==> config.mk <==
export PLATFORM = sky130hd
export DESIGN_NAME = int_issue_select
export DESIGN_NICKNAME = d
export VERILOG_FILES = /design/src/rtl/int_issue_select.sv
export SDC_FILE = /design/constraint.sdc
export NUM_CORES = 1
export LEC_CHECK = 0
export ABC_AREA = 1
export BUFFER_PORTS_ARGS = -buffer_cell sky130_fd_sc_hd__buf_4
export CORE_MARGIN = 4
export CORE_UTILIZATION = 30
export DETAILED_ROUTE_END_ITERATION = 10
export PLACE_DENSITY = 0.55
export REMOVE_ABC_BUFFERS = 1
export SLEW_MARGIN = 20
export SYNTH_ARGS = -nofsm -noshare
export SYNTH_HDL_FRONTEND = slang
export SYNTH_SLANG_ARGS = --single-unit
export TNS_END_PERCENT = 30
==> constraint.sdc <==
create_clock -name clk -period 19.4 [get_ports clk]
set_clock_uncertainty 0.15 [all_clocks]
set_input_delay 5.82 -clock clk [delete_from_list [all_inputs] [get_ports clk]]
set_output_delay 5.82 -clock clk [all_outputs]
set_load 0.05 [all_outputs]
==> src/rtl/int_issue_select.sv <==
`timescale 1ns/1ps
module int_issue_select #(
  parameter int NENT    = 8,
  parameter int TAGW    = 3,
  parameter int MUL_LAT = 3
) (
  input  logic                clk,
  input  logic                rst_n,
  input  logic                flush,
  input  logic [1:0]          alloc_v,
  input  logic [1:0]          alloc_kind0,
  input  logic [1:0]          alloc_kind1,
  input  logic [TAGW-1:0]     alloc_tag,
  input  logic                alloc_rdy,
  input  logic                wake_en,
  input  logic [TAGW-1:0]     wake_tag,
  output logic                full,
  output logic [2:0]          alu_v,
  output logic [3*TAGW-1:0]   alu_tag,
  output logic                mul_v,
  output logic [2:0]          agu_v,
  output logic [3*TAGW-1:0]   agu_tag,
  output logic [(1<<TAGW)-1:0] comp_mask
);
  localparam int NTAG = 1 << TAGW;
  localparam int IW   = $clog2(NENT);
  localparam int CW   = $clog2(NENT + MUL_LAT + 8);
  localparam logic [1:0] K_ALU = 2'd0, K_AGU = 2'd1, K_MUL = 2'd2;

  logic [NENT-1:0] ev, erdy, take, nv, nr;
  logic [TAGW-1:0] etag [NENT];
  logic [TAGW-1:0] ntag [NENT];
  logic [1:0]      ekind [NENT];
  logic [1:0]      nkind [NENT];
  logic [MUL_LAT-1:0] res;
  logic [TAGW-1:0] mtag [MUL_LAT];
  logic [5:0]      dv;
  logic [TAGW-1:0] dtag [6];
  logic [CW-1:0]   cnt [NTAG];
  logic [CW-1:0]   cnt_n [NTAG];
  logic            blk, acc, alloc_wake;

  assign full       = $countones(ev) > NENT - 2;
  assign blk        = res[MUL_LAT-1];
  assign acc        = !full && !flush;
  assign alloc_wake = alloc_rdy || (wake_en && wake_tag == alloc_tag);

  always_comb begin
    logic got;
    alu_v = '0; agu_v = '0; mul_v = 1'b0;
    alu_tag = '0; agu_tag = '0; take = '0;
    for (int i = 0; i < NENT; i++) begin
      got = 1'b0;
      if (ev[i] && erdy[i]) begin
        if (ekind[i] == K_MUL) begin
          if (!alu_v[0]) begin
            alu_v[0] = 1'b1; mul_v = 1'b1;
            alu_tag[TAGW-1:0] = etag[i]; take[i] = 1'b1;
          end
        end else if (ekind[i] == K_AGU) begin
          for (int l = 0; l < 3; l++)
            if (!got && !agu_v[l]) begin
              agu_v[l] = 1'b1; agu_tag[l*TAGW +: TAGW] = etag[i];
              take[i] = 1'b1; got = 1'b1;
            end
        end else begin
          for (int l = 0; l < 3; l++)
            if (!got && !alu_v[l] && (l == 2 || !blk)) begin
              alu_v[l] = 1'b1; alu_tag[l*TAGW +: TAGW] = etag[i];
              take[i] = 1'b1; got = 1'b1;
            end
        end
      end
    end
  end

  always_comb begin
    logic [IW:0] n;
    n = '0; nv = '0; nr = '0;
    for (int i = 0; i < NENT; i++) begin
      ntag[i] = '0; nkind[i] = K_ALU;
    end
    for (int i = 0; i < NENT; i++)
      if (ev[i] && !take[i]) begin
        nv[n[IW-1:0]]    = 1'b1;
        nr[n[IW-1:0]]    = erdy[i] || (wake_en && etag[i] == wake_tag);
        ntag[n[IW-1:0]]  = etag[i];
        nkind[n[IW-1:0]] = ekind[i];
        n = n + 1'b1;
      end
    for (int s = 0; s < 2; s++)
      if (acc && alloc_v[s] && n < NENT) begin
        nv[n[IW-1:0]]    = 1'b1;
        nr[n[IW-1:0]]    = alloc_wake;
        ntag[n[IW-1:0]]  = alloc_tag;
        nkind[n[IW-1:0]] = (s == 0) ? alloc_kind0 : alloc_kind1;
        n = n + 1'b1;
      end
  end

  always_comb begin
    logic [CW-1:0] v;
    for (int t = 0; t < NTAG; t++) begin
      v = cnt[t];
      for (int s = 0; s < 2; s++)
        if (acc && alloc_v[s] && alloc_tag == TAGW'(t)) v = v + 1'b1;
      for (int j = 0; j < 6; j++)
        if (dv[j] && dtag[j] == TAGW'(t)) v = v - 1'b1;
      if (res[MUL_LAT-1] && mtag[MUL_LAT-1] == TAGW'(t)) v = v - 1'b1;
      cnt_n[t]     = v;
      comp_mask[t] = !flush && cnt[t] != '0 && v == '0;
    end
  end

  always_ff @(posedge clk) begin
    if (!rst_n || flush) begin
      ev <= '0; erdy <= '0; res <= '0; dv <= '0;
      for (int t = 0; t < NTAG; t++) cnt[t] <= '0;
    end else begin
      ev   <= nv;
      erdy <= nr;
      res  <= {res[MUL_LAT-2:0], mul_v};
      dv   <= {agu_v, alu_v & {2'b11, !mul_v}};
      for (int t = 0; t < NTAG; t++) cnt[t] <= cnt_n[t];
    end
  end

  always_ff @(posedge clk) begin
    for (int i = 0; i < NENT; i++) begin
      etag[i]  <= ntag[i];
      ekind[i] <= nkind[i];
    end
    mtag[0] <= alu_tag[TAGW-1:0];
    for (int k = 1; k < MUL_LAT; k++) mtag[k] <= mtag[k-1];
    for (int j = 0; j < 3; j++) begin
      dtag[j]   <= alu_tag[j*TAGW +: TAGW];
      dtag[j+3] <= agu_tag[j*TAGW +: TAGW];
    end
  end

  p_agu_fill_r2: assert property (@(posedge clk) disable iff (!rst_n)
    (!agu_v[1] || agu_v[0]) && (!agu_v[2] || agu_v[1]));
  p_mul_lane0_r3: assert property (@(posedge clk) disable iff (!rst_n)
    mul_v |-> alu_v[0]);
  p_resv_slot_r5: assert property (@(posedge clk) disable iff (!rst_n)
    blk |-> (!alu_v[1] && (!alu_v[0] || mul_v)));
  p_flush_quiet_r8: assert property (@(posedge clk) disable iff (!rst_n)
    flush |=> (alu_v == '0 && agu_v == '0 && comp_mask == '0));
endmodule

==> results of run 1 <==
flip-flops by register name, indices dropped and copies added, names as in the netlist:
signal,count
cnt,40
etag,24
dtag,17
ekind,16
erdy,8
ev,8
mtag,7
dv,6
res,3
cell usage after synthesis (4+ instances only):
cell,n,share of area
nand2_1,1150,0.22
inv_1,613,0.12
nor2_1,392,0.074
nand3_1,308,0.078
o21ai_0,239,0.060
dfxtp_1,129,0.13
o211ai_1,102,0.039
ha_1,94,0.059
a21oi_1,76,0.019
nand4_1,62,0.020
o21ai_1,55,0.014
clkbuf_1,45,0.0085
nand2_2,38,0.012
inv_2,35,0.0066
nand3b_1,35,0.013
or2_2,33,0.010
nor3_1,31,0.0078
xor2_1,30,0.013
nand2_4,28,0.016
a31oi_1,18,0.0057
a41oi_1,11,0.0049
nor2_2,11,0.0035
nor2_4,11,0.0062
o22ai_1,11,0.0035
a221oi_1,10,0.0044
nand3_2,10,0.0050
a211oi_1,8,0.0030
and2_1,7,0.0022
mux2i_1,7,0.0035
o41ai_1,7,0.0031
buf_2,6,0.0015
clkinv_1,6,0.0011
xnor2_1,6,0.0026
fa_1,5,0.0050
o21ai_2,5,0.0022
o221ai_1,5,0.0022
o21a_1,4,0.0015
cell families after synthesis:
family                   after synthesis
multiplexers                           7
buffers and inverters                708
AO/OA/AOI/OAI                        580
flip-flops                           129
AND/OR/NAND/NOR                     2131
adder cells (fa/ha/maj)               99
XOR/XNOR                              36
report_power, final:
part           leakage, nW  total, mW  switching (mW)  internal [mW]
Clock                0.269      0.319           0.142          0.177
Combinational         9.67      0.104          0.0730         0.0309
Sequential            1.04      0.275         0.00622          0.269
Total                 11.0      0.698           0.221          0.477
cell type report:
type                    count  area [um2]
diodes                      1        2.50
clock buffers              18         429
clock inverters            14         131
fillers                  7473       43900
inverters                 655        2460
multi-input cells        2853       14600
flip-flops and latches    129        2580
well taps                 864        1080
repair buffers             57         428
metal layers:
| metal | share of wire | GRT usage | up-vias |
|---|---|---|---|
| met4 | 0.032 | 0.0724 | 2 |
| met3 | 0.074 | 0.0384 | 138 |
| met2 | 0.44 | 0.321 | 709 |
| met5 | 0.00018 | 0 | - |
| met1 | 0.46 | 0.260 | 10100 |
| li1 | - | - | 11900 |
path summary, 6_finish.rpt:
check | from | endpoint | slack (ns) | depth (start not counted)
setup reg to reg | ev[3] | cnt[0][14] | 9.99 | 46
setup / recovery | alloc_tag[1] | comp_mask[6] | 0.68 | 35
hold reg to reg | mtag[0][3] | mtag[0][6] | 0.18 | 0
hold / removal | mtag[0][3] | mtag[0][6] | 0.18 | 0
through the flow:
| stage | instance area (um2) | total power, mW | hold WS (ns) | instances | setup WS [ns] |
|---|---|---|---|---|---|
| 6_report | 21700 | 0.698 | 0.176 | 4591 | 0.681 |
| 2_1_floorplan | 19600 | 0.350 | 0.160 | 3637 | 1.21 |
| 4_1_cts | 21700 | 0.704 | 0.177 | 4590 | 0.705 |
| 5_1_grt | 21700 | 0.728 | 0.177 | 4590 | 0.0219 |
| 3_5_place_dp | 21100 | 0.383 | 0.162 | 4558 | 0.722 |
| 3_3_place_gp | 21100 | 0.383 | 0.162 | 4558 | 0.837 |
worst max-delay path, delay by kind of cell:
family / cells / cell delay (ns)
AND/OR/NAND/NOR: 15 / 2.82
adder cells (fa/ha/maj): 8 / 2.30
AO/OA/AOI/OAI: 6 / 1.00
buffers and inverters: 6 / 0.81
==> key figures, run 1 <==
Synthesis
  • Cells after Synth: 3,690
  • Synth Register Bits: about 130
  • Synth Area in Simple Gates: 0.475
  • Synth Area in XOR/XNOR: 0.0159
  • Post-synth top flop: dfxtp_1
  • Post-synthesis adder-cell area fraction: 0.0643
  • Post-synth EDFFs: 0
  • Post-synthesis mux area share: 0.00353
  • Ys async rst share: 0
  • Compound-gate portion of the synthesized area: 0.176
  • Synthesized area: 0.0198 mm2
  • Sequential share of the synthesized area: 0.130
  • Synth warn: 0
  • Main combinational cell family by area after synthesis: simple AND/OR/NAND/NOR gates
  • Mean post-synth cell area: 5.38 um2
  • Synth unique cells: 64

Layout
  • Fin util: 0.331
  • Layout cells sized above 1: 0.0743
  • Commonest non-fill, non-tap cell in the layout: nand2_1
  • Area Overhead vs Synth: 9.41%
  • Nets: approximately 3,800
  • Commonest non-fill, non-tap cells in the layout: 1,149 x nand2_1, 613 x inv_1, 392 x nor2_1

Floorplanning
  • Initial Utilization: 0.302
  • Core Region: 0.0656 mm2
  • Die H: 265 um
  • Boundary pin count: ~50
  • Row cnt: 94
  • Die area: about 0.070 mm2
  • Die Wd: 265 um

Setup path
  • CP Launch Type: primary input
  • CP Max Fanout: 10
  • CP peak stage delay: approximately 0.43 ns
  • Top cell by count, worst path: ha_1
  • Type of destination of the critical path: primary output
  • Crit path required time: 13.43 ns
  • CP max-delay cell: nor3_1
  • Crit path kind: primary input to primary output
  • WP data arrival: roughly 13 ns

Route
  • Final wirelength: slightly above 70 mm
  • ANT nets after route: 0
  • Routed len/inst: between 15 and 20 um
  • Vias per cell: 4.98
  • Drc violations: 0
  • Drt pass-1 iters: 7
  • Via Count: between 20,000 and 25,000
  • Initial DRC Count: about 1,600

STA
  • Final setup TNS: 0 ns
  • Tcrit/Tclk final: 0.965
  • Final min period: around 19 ns
  • Slew HR: 0.267
  • Setup repair after global routing missed its margin: no
  • Final hold viol count: 0
  • Final setup viols: 0
  • Worst slew pin tran: around 1.1 ns
  • Fin. max-slew vios: 0
  • Achievable Freq: approximately 53 MHz

Clock tree
  • # H-tree levels: 4
  • Post-CTS setup buffers: 0
  • Root Buffer: clkbuf_16
  • Cts-stage hold buffer count: 0
  • CTS tree: built
  • Clk_lat worst skew: 0.49 ns
  • Max Buffers Root-to-Sink: 2
  • Num CTS Buffers: 17
  • CTS clock-pin slew for the worst setup and hold paths: 0.06 ns
  • Clk sinks: around 130
  • # resized after CTS: 0

GRT
  • Initial antenna violation count: 1
  • Pin count of the biggest net entering global routing: 50
  • Global-route wire length before repair: 111 mm
  • Total track usage: 0.197
  • Grt ovf: 0
  • Vias in the first global route: between 20,000 and 25,000

Power
  • Leak: roughly 11 nW
  • Pwr Density: between 30 and 40 mW/mm2
  • Peak supply drop: between 0.05 and 0.06 mV

Place
  • Hpwl dp: 58.6 mm
  • Number of port buffers: 50
  • Gp weighted congestion: a little under 1

Run
  • Max-cap violations: 0

Min path
  • Worst hold path type: register to register

Status
  • Outcome: finished, final reports clean
Power figures use the tool's default switching activity.
==> inputs of run 2 (changes only) <==
- CORE_MARGIN: 4 -> unset
==> run 2 against run 1 <==
Register-to-register slack better by 0.06 ns. Hold slack improved by 0.00087 ns. Sequential cell count did not move. First-iteration DRC count rose by 20%. Worst setup slack better by 0.0049 ns. Sequential power about the same. Critical path depth unchanged. Die area shrank 4.5%. Largest cell class unchanged. Highest routed layer is now met4.
==> key figures, run 2 (synthesis gave the netlist of run 1 again) <==
Route
  • Via Count: between 20,000 and 25,000
  • ANT nets after route: 0
  • Vias per cell: 5.00
  • Drt pass-1 iters: 6
  • Drc violations: 0
  • Initial DRC Count: a little under 2,000
  • Final wirelength: ~71 mm
  • Routed len/inst: approximately 16 um

Floorplanning
  • Core Region: 0.0649 mm2
  • Die H: roughly 260 um
  • Row cnt: 93
  • Die Wd: about 260 um
  • Initial Utilization: 0.305
  • Die area: ~0.067 mm2
  • Boundary pin count: 51

Layout
  • Max reg flops: 40
  • Nets: about 3,800
  • Area Overhead vs Synth: 9.68%
  • Multi-input logic area: ~0.015 mm2
  • Most flops, register: cnt
  • Commonest non-fill, non-tap cell in the layout: nand2_1
  • Biggest regs: cnt x40, etag x24, dtag x17
  • Commonest non-fill, non-tap cells in the layout: 1,149 x nand2_1, 613 x inv_1, 392 x nor2_1
  • Antenna diode count: 0
  • Filler Cell Count: approximately 7,500
  • Layout cells sized above 1: 0.0741
  • Sequential cell area: roughly 0.0026 mm2

Power
  • Flop pwr share: 0.372
  • NetSw: roughly 0.22 mW
  • Clock share of power: 0.486
  • Switching Fraction: 0.301
  • Logic pwr share: 0.141
  • Pwr Density: about 34 mW/mm2
  • Cell internal pwr: ~0.52 mW
  • Peak supply drop: between 0.05 and 0.06 mV
  • Leak: around 11 nW

Setup path
  • Crit path kind: primary input to primary output
  • WP data arrival: about 13 ns
  • CP max-delay cell: inv_1
  • CP Max Fanout: 9
  • Reg2reg start: ev[3]
  • Worst Setup SP: flush
  • Crit path required time: between 10 and 15 ns
  • CP Launch Type: primary input
  • Top cell by count, worst path: ha_1
  • CP peak stage delay: between 0.3 and 0.4 ns
  • Type of destination of the critical path: primary output

GRT
  • Vias in the first global route: 21,100
  • Global-route wire length before repair: about 110 mm
  • Total track usage: 0.213
  • Grt ovf: 0
  • Pin count of the biggest net entering global routing: 49
  • Initial antenna violation count: 1

STA
  • Final min period: 18.71 ns
  • Final setup viols: 0
  • Worst slew pin tran: about 1.1 ns
  • Fin. max-slew vios: 0
  • Achievable Freq: between 50 and 60 MHz
  • Final hold viol count: 0
  • Slew HR: 0.279
  • Tcrit/Tclk final: 0.965
  • Final WS setup: ~0.69 ns
  • Final setup TNS: 0 ns
  • Setup repair after global routing missed its margin: no

Clock tree
  • CTS clock-pin slew for the worst setup and hold paths: 0.06 ns
  • Cts-stage hold buffer count: 0
  • Post-CTS setup buffers: 0
  • Root Buffer: clkbuf_16
  • CTS tree: built
  • # resized after CTS: 0
  • # H-tree levels: 4
  • Clk sinks: 129
  • Max Buffers Root-to-Sink: 2
  • Clk_lat worst skew: ~0.48 ns
  • Num CTS Buffers: 17

Status
  • Outcome: finished, final reports clean

Min path
  • Hold Startpoint: mtag[0][4]
  • Worst hold path type: register to register

Run
  • Max-cap violations: 0

Place
  • Setup Slack @ Placement: a little under 0.7 ns
  • Number of port buffers: 50
  • Gp weighted congestion: between 0.9 and 1
  • Hpwl dp: approximately 60 mm
==> run 2: final cells by class <==
type,instances,area share
Clock buffer,18,0.0197
Clock inverter,14,0.00949
Inverter,655,0.113
Multi-Input combinational cell,2853,0.670
Sequential cell,129,0.119
Tap cell,855,0.0492
Timing Repair Buffer,56,0.0193
==> run 2: per-stage QoR <==
| step | instance area, um2 | cells | hold WS (ns) | total power [mW] | util |
|---|---|---|---|---|---|
| after detailed placement | 21100 | 4548 | 0.163 | 0.384 | 0.325 |
| after floorplan | 19600 | 3637 | 0.160 | 0.350 | - |
| after global routing | 21800 | 4580 | 0.179 | 0.768 | 0.335 |
| after global placement | 21100 | 4548 | 0.161 | 0.383 | 0.325 |
| after CTS | 21800 | 4580 | 0.177 | 0.745 | 0.335 |
| final | 21800 | 4580 | 0.177 | 0.738 | 0.335 |
==> run 2: worst max-delay path, delay by kind of cell <==
kind / cells / cell delay (ns)
compound gates: 6 / 1.01
fa+ha+maj: 8 / 2.26
buf+inv: 6 / 1.06
simple gates: 15 / 2.54
==> run 2: worst paths after layout <==
| kind | to | slack (ns) | cells after the start |
|---|---|---|---|
| max | comp_mask[6] | 0.69 | 35 |
| min | mtag[0][7] | 0.18 | 0 |
| max reg2reg | cnt[1][14] | 10.05 | 41 |
| min reg2reg | mtag[0][7] | 0.18 | 0 |
==> run 2: power by group through the flow <==
| stage | Sequential, mW | Combinational [mW] | Clock [mW] |
|---|---|---|---|
| final | 0.275 | 0.104 | 0.359 |
| after global routing | 0.275 | 0.118 | 0.375 |
| after CTS | 0.274 | 0.104 | 0.367 |
| after detailed placement | 0.280 | 0.103 | 0 |
| after global placement | 0.280 | 0.103 | 0 |
| after floorplan | 0.278 | 0.0725 | 0 |
==> run 2: routing by layer <==
metal / GRT usage / part of all wire
met1: 0.286 / 0.47
met2: 0.337 / 0.43
met3: 0.0297 / 0.069
met4: 0.0947 / 0.039
met5: 0 / 0
==> inputs of run 3 (changes only) <==
- CORE_ASPECT_RATIO: unset -> 2
==> run 3 against run 2 <==
The flow now finishes with violations (design-rule violations). Maximum frequency is essentially flat. Sequential share of layout area is essentially flat. Worst setup slack gained 0.0028 ns. Global-route usage grew 5.6 points. Final cell count grew 0.59%. Via count grew 3.8%. Critical path depth grew 5. Die area is essentially flat. Largest power group unchanged.
==> key figures, run 3 (synthesis gave the netlist of run 1 again) <==
STA
  • Final setup TNS: 0 ns
  • Final min period: approximately 19 ns
  • Worst hold slack: between 0.15 and 0.2 ns
  • Achievable Freq: about 53 MHz
  • Final WS setup: roughly 0.69 ns
  • Slew HR: 0.141
  • Tcrit/Tclk final: 0.964
  • Final setup viols: 0
  • Final hold viol count: 0
  • Fin. max-slew vios: 0
  • Setup repair after global routing missed its margin: no
  • Worst slew pin tran: 1.28 ns

Floorplanning
  • Die area: approximately 0.067 mm2
  • Die Wd: 184 um
  • Core Region: between 0.06 and 0.07 mm2
  • Row cnt: between 100 and 150
  • Boundary pin count: roughly 50
  • Die H: 366 um
  • Initial Utilization: 0.303

Route
  • Final wirelength: a little under 90 mm
  • Drc violations: 2
  • Routed len/inst: slightly below 20 um
  • Via Count: ~24,000
  • Drt pass-1 iters: 8
  • Vias per cell: 5.16
  • ANT nets after route: 0
  • Initial DRC Count: approximately 1,400

Clock tree
  • CTS tree: built
  • # H-tree levels: 4
  • Post-CTS setup buffers: 0
  • Num CTS Buffers: 17
  • CTS clock-pin slew for the worst setup and hold paths: roughly 0.05 ns
  • Cts-stage hold buffer count: 0
  • Clk sinks: 129
  • Clk_lat worst skew: about 0.48 ns
  • Root Buffer: clkbuf_16
  • # resized after CTS: 0
  • Max Buffers Root-to-Sink: 2

Status
  • Failing checks: design-rule violations
  • Outcome: finished, violations left

GRT
  • Initial antenna violation count: 4
  • Total track usage: 0.269
  • Global-route wire length before repair: between 100 and 150 mm
  • Grt ovf: 0
  • Pin count of the biggest net entering global routing: slightly below 50
  • Vias in the first global route: 23,400

Power
  • Design Power: 0.693 mW
  • Peak supply drop: about 0.047 mV
  • Pwr Density: ~32 mW/mm2
  • Leak: 11.0 nW

Layout
  • Area Overhead vs Synth: 9.48%
  • Post-Layout Inst Area: 0.0217 mm2
  • Most flops, register: cnt
  • Biggest regs: cnt x40, etag x24, dtag x17
  • Filler Cell Count: ~7,600
  • Commonest non-fill, non-tap cells in the layout: 1,149 x nand2_1, 613 x inv_1, 392 x nor2_1
  • Finished Layout Cells: between 4,000 and 5,000
  • Fin util: 0.331
  • Layout cells sized above 1: 0.0741
  • Nets: roughly 3,800
  • Max reg flops: 40
  • Commonest non-fill, non-tap cell in the layout: nand2_1

Min path
  • WHS Path Cells: 0
  • Worst hold path type: register to register

Place
  • Number of port buffers: 50
  • Hpwl dp: around 73 mm
  • Setup Slack @ Placement: around 0.7 ns
  • Placed insts: around 4,600
  • Gp weighted congestion: between 1 and 1.5
  • Placement Cell Area: roughly 0.021 mm2

Setup path
  • Crit path required time: between 10 and 15 ns
  • Reg2Reg Depth: 41
  • Type of destination of the critical path: primary output
  • CP max-delay cell: nor2_1
  • Crit path kind: primary input to primary output
  • CP Launch Type: primary input
  • CP Max Fanout: 10
  • CP peak stage delay: about 0.50 ns
  • WP data arrival: 12.74 ns
  • Top cell by count, worst path: nand2_1

Run
  • Max-cap violations: 0
==> run 3: cell types whose count changed in the layout (fill, tap and decap cells not counted) <==
| cell | before | now |
|---|---|---|
| buf_4 | 56 | 62 |
| bufinv_16 | 4 | 1 |
| clkbuf_1 | 1 | 2 |
| clkbuf_8 | 0 | 1 |
| clkinv_2 | 1 | 4 |
| clkinv_4 | 6 | 1 |
| clkinvlp_4 | 0 | 1 |
| diode_2 | 0 | 4 |
| inv_6 | 2 | 0 |
| inv_8 | 1 | 0 |
| o21ai_0 | 239 | 236 |
| o21ai_1 | 55 | 58 |
==> run 3: per-layer routing <==
metal | GRT usage | vias to the layer above | share of wire
met5 | 0 | - | 0.00016
met4 | 0.294 | 2 | 0.13
met3 | 0.0515 | 405 | 0.050
met2 | 0.505 | 741 | 0.51
met1 | 0.222 | 10700 | 0.31
li1 | - | 11900 | -
==> run 3: cell type report <==
| cell class | instances | area (um2) | area share |
|---|---|---|---|
| timing repair buffer | 62 | 465 | 0.0214 |
| tap | 877 | 1100 | 0.0505 |
| antenna | 4 | 10.0 | 0.000461 |
| clock inverter | 7 | 66.3 | 0.00305 |
| inverter | 655 | 2460 | 0.113 |
| clock buffer | 20 | 447 | 0.0206 |
| multi-input combinational | 2853 | 14600 | 0.672 |
| sequential | 129 | 2580 | 0.119 |
==> run 3: final timing paths <==
check	start	endpoint	slack, ns
worst max-delay path	flush	comp_mask[2]	0.69
worst min-delay path	mtag[0][5]	mtag[0][8]	0.18
worst max register to register	ev[3]	cnt[0][11]	9.71
worst min register to register	mtag[0][5]	mtag[0][8]	0.18
==> run 3: worst max-delay path, delay by kind of cell <==
| kind | cells | cell delay [ns] |
|---|---|---|
| buffers and inverters | 8 | 0.78 |
| AND/OR/NAND/NOR | 19 | 2.97 |
| adder cells (fa/ha/maj) | 8 | 2.34 |
| AO/OA/AOI/OAI | 5 | 0.80 |
==> run 3: report_power, final <==
| group | switching [mW] | internal [mW] |
|---|---|---|
| Clock | 0.131 | 0.174 |
| Sequential | 0.00595 | 0.269 |
| Combinational | 0.0814 | 0.0310 |
| Total | 0.219 | 0.474 |
